==> config.mk <==
export PLATFORM = sky130hd
export DESIGN_NAME = acq_sweeper
export DESIGN_NICKNAME = d
export VERILOG_FILES = /design/src/rtl/acq_sweep_pkg.sv /design/src/rtl/acq_metric.sv /design/src/rtl/acq_dwell.sv /design/src/rtl/acq_stepper.sv /design/src/rtl/acq_sweeper.sv
export SDC_FILE = /design/constraint.sdc
export NUM_CORES = 1
export LEC_CHECK = 0
export BUFFER_PORTS_ARGS = -buffer_cell sky130_fd_sc_hd__buf_2
export CORE_MARGIN = 5
export CORE_UTILIZATION = 66
export CTS_BUF_LIST = sky130_fd_sc_hd__clkbuf_8
export DETAILED_ROUTE_END_ITERATION = 10
export PLACE_DENSITY = 0.93
export SLEW_MARGIN = 40
export SYNTH_ARGS = -nofsm -noshare
export SYNTH_HDL_FRONTEND = slang
export SYNTH_SLANG_ARGS = --single-unit
==> constraint.sdc <==
create_clock -name clk -period 14.65 [get_ports clk]
set_input_delay 0.7325 -clock clk [delete_from_list [all_inputs] [get_ports clk]]
set_output_delay 0.7325 -clock clk [all_outputs]
set_load 0.01 [all_outputs]
==> src/rtl/acq_sweep_pkg.sv <==
package acq_sweep_pkg;
    typedef enum logic [1:0] {
        ST_IDLE   = 2'd0,
        ST_SEARCH = 2'd1,
        ST_LOCKED = 2'd2
    } acq_state_e;
endpackage

==> src/rtl/acq_metric.sv <==
// Per-sample detection metric, selected by carrier type.
module acq_metric #(
    parameter int SAMP_W = 12,
    localparam int MET_W = SAMP_W + 1
) (
    input  logic                     mode_i,
    input  logic signed [SAMP_W-1:0] smp_i_i,
    input  logic signed [SAMP_W-1:0] smp_q_i,
    output logic signed [MET_W-1:0]  metric_o
);
    logic signed [MET_W-1:0] i_ext;
    logic signed [MET_W-1:0] q_ext;
    logic signed [MET_W-1:0] i_mag;
    logic signed [MET_W-1:0] q_mag;

    always_comb begin
        i_ext = {smp_i_i[SAMP_W-1], smp_i_i};
        q_ext = {smp_q_i[SAMP_W-1], smp_q_i};
        i_mag = i_ext[MET_W-1] ? -i_ext : i_ext;
        q_mag = q_ext[MET_W-1] ? -q_ext : q_ext;
        if (mode_i) begin
            metric_o = i_mag - q_mag;
        end else begin
            metric_o = i_ext;
        end
    end
endmodule

==> src/rtl/acq_dwell.sv <==
// Dwell integrator: sums the metric over a programmed sample count.
module acq_dwell #(
    parameter int MET_W   = 13,
    parameter int DWELL_W = 16,
    localparam int ACC_W  = MET_W + DWELL_W
) (
    input  logic                     clk,
    input  logic                     rst_n,
    input  logic                     clr_i,
    input  logic                     en_i,
    input  logic signed [MET_W-1:0]  metric_i,
    input  logic [DWELL_W-1:0]       dwell_i,
    output logic                     last_o,
    output logic signed [ACC_W-1:0]  sum_o
);
    typedef struct packed {
        logic [DWELL_W-1:0]      cnt;
        logic signed [ACC_W-1:0] acc;
    } dwell_t;

    dwell_t d, q;
    logic [DWELL_W-1:0]      lim;
    logic signed [ACC_W-1:0] met_ext;

    always_comb begin
        lim     = (dwell_i == '0) ? DWELL_W'(1) : dwell_i;
        met_ext = {{(ACC_W-MET_W){metric_i[MET_W-1]}}, metric_i};
        sum_o   = q.acc + met_ext;
        last_o  = en_i && (q.cnt == lim - DWELL_W'(1));
        d       = q;
        if (clr_i || last_o) begin
            d.cnt = '0;
            d.acc = '0;
        end else if (en_i) begin
            d.cnt = q.cnt + DWELL_W'(1);
            d.acc = sum_o;
        end
    end

    always_ff @(posedge clk or negedge rst_n) begin
        if (!rst_n) begin
            q <= '0;
        end else begin
            q <= d;
        end
    end
endmodule

==> src/rtl/acq_stepper.sv <==
// Sawtooth frequency generator: step, count, wrap to start.
module acq_stepper #(
    parameter int FREQ_W = 32,
    parameter int STEP_W = 16
) (
    input  logic                     clk,
    input  logic                     rst_n,
    input  logic                     load_i,
    input  logic signed [FREQ_W-1:0] load_freq_i,
    input  logic signed [FREQ_W-1:0] wrap_freq_i,
    input  logic signed [FREQ_W-1:0] step_i,
    input  logic [STEP_W-1:0]        nsteps_i,
    input  logic                     adv_i,
    output logic signed [FREQ_W-1:0] freq_o
);
    typedef struct packed {
        logic [STEP_W-1:0]        idx;
        logic signed [FREQ_W-1:0] freq;
    } step_t;

    step_t d, q;
    logic [STEP_W-1:0] lim;

    always_comb begin
        lim = (nsteps_i == '0) ? STEP_W'(1) : nsteps_i;
        d   = q;
        if (load_i) begin
            d.idx  = '0;
            d.freq = load_freq_i;
        end else if (adv_i) begin
            if (q.idx == lim - STEP_W'(1)) begin
                d.idx  = '0;
                d.freq = wrap_freq_i;
            end else begin
                d.idx  = q.idx + STEP_W'(1);
                d.freq = q.freq + step_i;
            end
        end
    end

    always_ff @(posedge clk or negedge rst_n) begin
        if (!rst_n) begin
            q <= '0;
        end else begin
            q <= d;
        end
    end

    assign freq_o = q.freq;
endmodule

==> src/rtl/acq_sweeper.sv <==
module acq_sweeper
    import acq_sweep_pkg::*;
#(
    parameter int SAMP_W  = 12,
    parameter int FREQ_W  = 32,
    parameter int DWELL_W = 16,
    parameter int STEP_W  = 16,
    localparam int MET_W  = SAMP_W + 1,
    localparam int ACC_W  = MET_W + DWELL_W
) (
    input  logic                     clk,
    input  logic                     rst_n,
    input  logic                     start_i,
    input  logic                     mode_i,
    input  logic                     smp_vld_i,
    input  logic signed [SAMP_W-1:0] smp_i_i,
    input  logic signed [SAMP_W-1:0] smp_q_i,
    input  logic signed [FREQ_W-1:0] cfg_f_init_i,
    input  logic signed [FREQ_W-1:0] cfg_f_step_i,
    input  logic [DWELL_W-1:0]       cfg_dwell_i,
    input  logic [STEP_W-1:0]        cfg_nsteps_i,
    input  logic signed [ACC_W-1:0]  cfg_thresh_i,
    output logic signed [FREQ_W-1:0] freq_o,
    output logic                     acq_o
);
    typedef struct packed {
        acq_state_e               st;
        logic                     mode;
        logic signed [FREQ_W-1:0] f_init;
        logic signed [FREQ_W-1:0] f_step;
        logic [DWELL_W-1:0]       dwell;
        logic [STEP_W-1:0]        nsteps;
        logic signed [ACC_W-1:0]  thr;
    } ctl_t;

    ctl_t d, q;

    logic signed [MET_W-1:0] metric;
    logic signed [ACC_W-1:0] dwell_sum;
    logic                    dwell_last;
    logic                    smp_en;
    logic                    hit;
    logic                    adv;

    acq_metric #(.SAMP_W(SAMP_W)) u_metric (
        .mode_i   (q.mode),
        .smp_i_i  (smp_i_i),
        .smp_q_i  (smp_q_i),
        .metric_o (metric)
    );

    acq_dwell #(.MET_W(MET_W), .DWELL_W(DWELL_W)) u_dwell (
        .clk      (clk),
        .rst_n    (rst_n),
        .clr_i    (start_i),
        .en_i     (smp_en),
        .metric_i (metric),
        .dwell_i  (q.dwell),
        .last_o   (dwell_last),
        .sum_o    (dwell_sum)
    );

    acq_stepper #(.FREQ_W(FREQ_W), .STEP_W(STEP_W)) u_stepper (
        .clk         (clk),
        .rst_n       (rst_n),
        .load_i      (start_i),
        .load_freq_i (cfg_f_init_i),
        .wrap_freq_i (q.f_init),
        .step_i      (q.f_step),
        .nsteps_i    (q.nsteps),
        .adv_i       (adv),
        .freq_o      (freq_o)
    );

    always_comb begin
        smp_en = (q.st == ST_SEARCH) && smp_vld_i && !start_i;
        hit    = dwell_last && (dwell_sum > q.thr);
        adv    = dwell_last && !hit;
        d      = q;
        if (start_i) begin
            d.st     = ST_SEARCH;
            d.mode   = mode_i;
            d.f_init = cfg_f_init_i;
            d.f_step = cfg_f_step_i;
            d.dwell  = cfg_dwell_i;
            d.nsteps = cfg_nsteps_i;
            d.thr    = cfg_thresh_i;
        end else if (hit) begin
            d.st = ST_LOCKED;
        end
    end

    always_ff @(posedge clk or negedge rst_n) begin
        if (!rst_n) begin
            q <= '{st: ST_IDLE, default: '0};
        end else begin
            q <= d;
        end
    end

    assign acq_o = (q.st == ST_LOCKED);
endmodule

==> run_results.csv <==
group,metric,value,unit
run_status,outcome,"finished, final reports clean",
worst_setup_path,r2r-end,"u_stepper.freq_o[14]",
power,clkPwrFrac,24.1,%
worst_setup_path,r2r-start,"q[125]",
floorplan,coreArea,22700,sq um
routing,drtAntennaViolNets,0,
power,power_frac_comb,43.4,%
worst_setup_path,r2r_slack,7930,ps
worst_setup_path,worst-setup-path-type,"in -> reg",
grt,grt_antenna_before_repair,2,
power,vdd_drop_max,0.000104,V
clock_network,cts.repair.resized,0,
placement,place_congestion,0.934,
grt,busiest_layer,"met2",
run,drv_cap,0,
placement,dp.cells,2046,
worst_setup_path,critPathMaxStageDelay,560,ps
power,leakagePower,0.00799,uW
placement,post-place-ws,6330,ps
timing,max_freq,0.127,GHz
clock_network,clockBufferDepth,3,
grt,grt_pass1_vias,13186,
power,switchingPower,889,uW
routing,first_pass_iters,5,
power,seqPwrFrac,32.5,%
timing,finalWorstSetupSlack,6800,ps
yosys,yosysWarningCount,0,
worst_setup_path,reg2reg_depth,25,
yosys,syn-num-nets,1929,
final_layout,drive_gt1_share,20.3,%
worst_setup_path,crit_family,"compound AO/OA/AOI/OAI gates",
timing,clock_skew,25.9,ps
final_layout,stdcell_count,2112,
yosys,async_flop_share,100,%
floorplan,fp.dieArea,26300,sq um
routing,drt_iter0_drc,1087,
grt,grt_pass1_wl,63600,microns
clock_network,hold_buffers,0,
clock_network,numCtsBuffers,38,
timing,setup_viol,0,
final_layout,multiInputGateArea,8860,sq um
power,p_int,1430,uW
yosys,synth_seq_area_share,36.2,%
floorplan,die_w,162,microns
grt,use_met2,49.7,%
final_layout,regArea,5530,sq um
timing,maxSlewViolCount,0,
timing,rsz0062_at_grt,"false",
routing,routed_wl,38700,microns
yosys,syn_area_per_cell,9.18,sq um
yosys,synthesis.area,15300,sq um
power,pwr_density_cell,137,nW/um^2
worst_setup_path,cp_max_fo,18,
floorplan,start_util,67.3,%
hold_path,hold_class,"in -> async",
yosys,ys_top_cells_by_area,"dfrtp_1 36%, ha_1 8.8%, mux2_2 5.9%",
clock_network,clkLatencyLatePin,550,ps
yosys,synth_flop_cell,"dfrtp_1",
grt,use_met3,4.72,%
grt,grt_use_met1,36.9,%
routing,drc,0,
yosys,ys_ff_latch,221,
floorplan,die_y,162,microns
grt,overflow,0,
power,switching_share,38.3,%
timing,period_needed,7850,ps
yosys,synth.largest_area_cell,"dfrtp_1",
yosys,synth.distinct_cells,87,
clock_network,cts.sink_count,221,
yosys,synthCells,1664,
yosys,netlist_top_cells_count,"221 x dfrtp_1, 148 x nand2_1, 122 x o21ai_0",
grt,grt_max_degree,125,
timing,timing.hold.ws,210,ps
grt,grt_usage,28.9,%
routing,vias_per_cell,6.31,
worst_setup_path,crit_path_frequent_cell,"ha_1",
routing,via_count,13327,
yosys,synth.most_common_cell,"dfrtp_1",
clock_network,clk_pin_slew,60,ps
clock_network,cts_setup_buffers,0,
yosys,synth_edf_count,0,
final_layout,fillers,1582,
final_layout,area_delta_synth_final,10.7,%
power,p_total,2320,uW
worst_setup_path,crit_slowest_cell,"o41ai_1",
floorplan,rows,55,
worst_setup_path,crit_path_start_kind,"input port",
timing,fin_tns_setup,0,ps
clock_network,cts-root-buf,"clkbuf_8",
timing,worstMarginPinSlew,841,ps
clock_network,cts_tree,"yes",
timing,hold_viol_final,0,
yosys,synth.top_cell.area_share,36.2,%
floorplan,io_pins,187,
final_layout,diodes,0,
worst_setup_path,crit_buf_inv,5,
timing,min_period_over_period,53.6,%
worst_setup_path,crit_required,15120,ps
placement,dp_hpwl,28200,microns
routing,wl_per_cell,18.3,microns
worst_setup_path,cp-end-kind,"register",
worst_setup_path,cp.arrival,8310,ps
final_layout,fin_nets,2066,
timing,max-slew-margin-rel,44.0,%
placement,numPortBuffers,186,
clock_network,h-tree-depth,2,
cell families after synthesis:
| kind of cell | Yosys count | share of synthesized area (%) |
|---|---|---|
| xor+xnor | 110 | 6.30 |
| simple gates | 462 | 15.4 |
| mux | 88 | 6.42 |
| fa+ha+maj | 111 | 9.24 |
| buf+inv | 200 | 5.98 |
| flops | 221 | 36.2 |
| compound gates | 472 | 20.5 |
power groups by stage:
stage	logic (uW)	clock network (uW)	registers, uW
global route	1130	599	762
global placement	957	0	757
finish	1010	558	753
detailed placement	991	0	760
floorplan	777	0	738
CTS	999	568	751
per-layer routing:
metal | share of wire (%) | wire length, microns | vias to the layer above
met5 | 0.075 | 29 | -
met4 | 3.2 | 1260 | 4
met3 | 6.9 | 2660 | 112
met2 | 49 | 18800 | 534
met1 | 41 | 15900 | 6404
li1 | - | - | 6273
layout make-up:
| cell class | instances | area share (%) |
|---|---|---|
| multi-input cells | 1243 | 52.4 |
| flip-flops and latches | 221 | 32.7 |
| repair buffers | 197 | 6.22 |
| clock buffers | 42 | 3.42 |
| inverters | 100 | 2.22 |
| well taps | 285 | 2.11 |
| clock inverters | 24 | 0.954 |
sequential cells by signal, summed over array words and instances, names as in the netlist:
| register | count |
|---|---|
| u_stepper.freq_o | 32 |
| q | 128 |
| u_stepper.q | 16 |
| u_dwell.q | 45 |
worst max-delay path by stage:
| stage | depth (start not counted) | from | endpoint | slack [ps] |
|---|---|---|---|---|
| 3_3_place_gp | 33 | smp_i_i[0] | u_stepper.q[47] | 6190 |
| 6_report | 33 | smp_i_i[0] | u_stepper.freq_o[14] | 6800 |
| 4_1_cts | 35 | smp_i_i[0] | u_stepper.freq_o[14] | 6890 |
| 3_5_place_dp | 35 | smp_i_i[0] | u_stepper.freq_o[31] | 6330 |
| 5_1_grt | 35 | smp_i_i[0] | u_stepper.freq_o[14] | 6310 |
| 2_1_floorplan | 26 | smp_i_i[1] | u_stepper.freq_o[12] | 6360 |
placed cells by master, fill, tap and decap left out, types with 13 or more instances in the layout:
master	synthesis	routed
xor2_1	40	40
ha_1	108	108
a31oi_1	16	16
nor3_1	26	26
or3_1	13	13
nand2_1	148	148
o211ai_1	37	37
and3_1	28	28
nor2_1	95	95
o21ai_0	122	122
o31ai_1	19	19
nand4_1	19	19
a22o_1	33	33
nand3_1	23	23
xnor2_1	70	70
clkbuf_8	0	42
a22oi_1	14	14
dfrtp_1	221	221
nand2b_1	27	27
a21oi_1	88	88
a21o_1	26	26
o21ai_1	23	23
inv_1	99	114
buf_2	16	184
mux2_2	80	80
through the flow:
| stage | instance area (sq um) | utilization (%) |
|---|---|---|
| 3_3_place_gp | 16100 | 71.1 |
| 2_1_floorplan | 15300 | - |
| 5_1_grt | 16900 | 74.5 |
| 6_report | 16900 | 74.5 |
| 3_5_place_dp | 16200 | 71.2 |
| 4_1_cts | 16900 | 74.5 |
No activity file was read; power rests on OpenSTA's default activity.
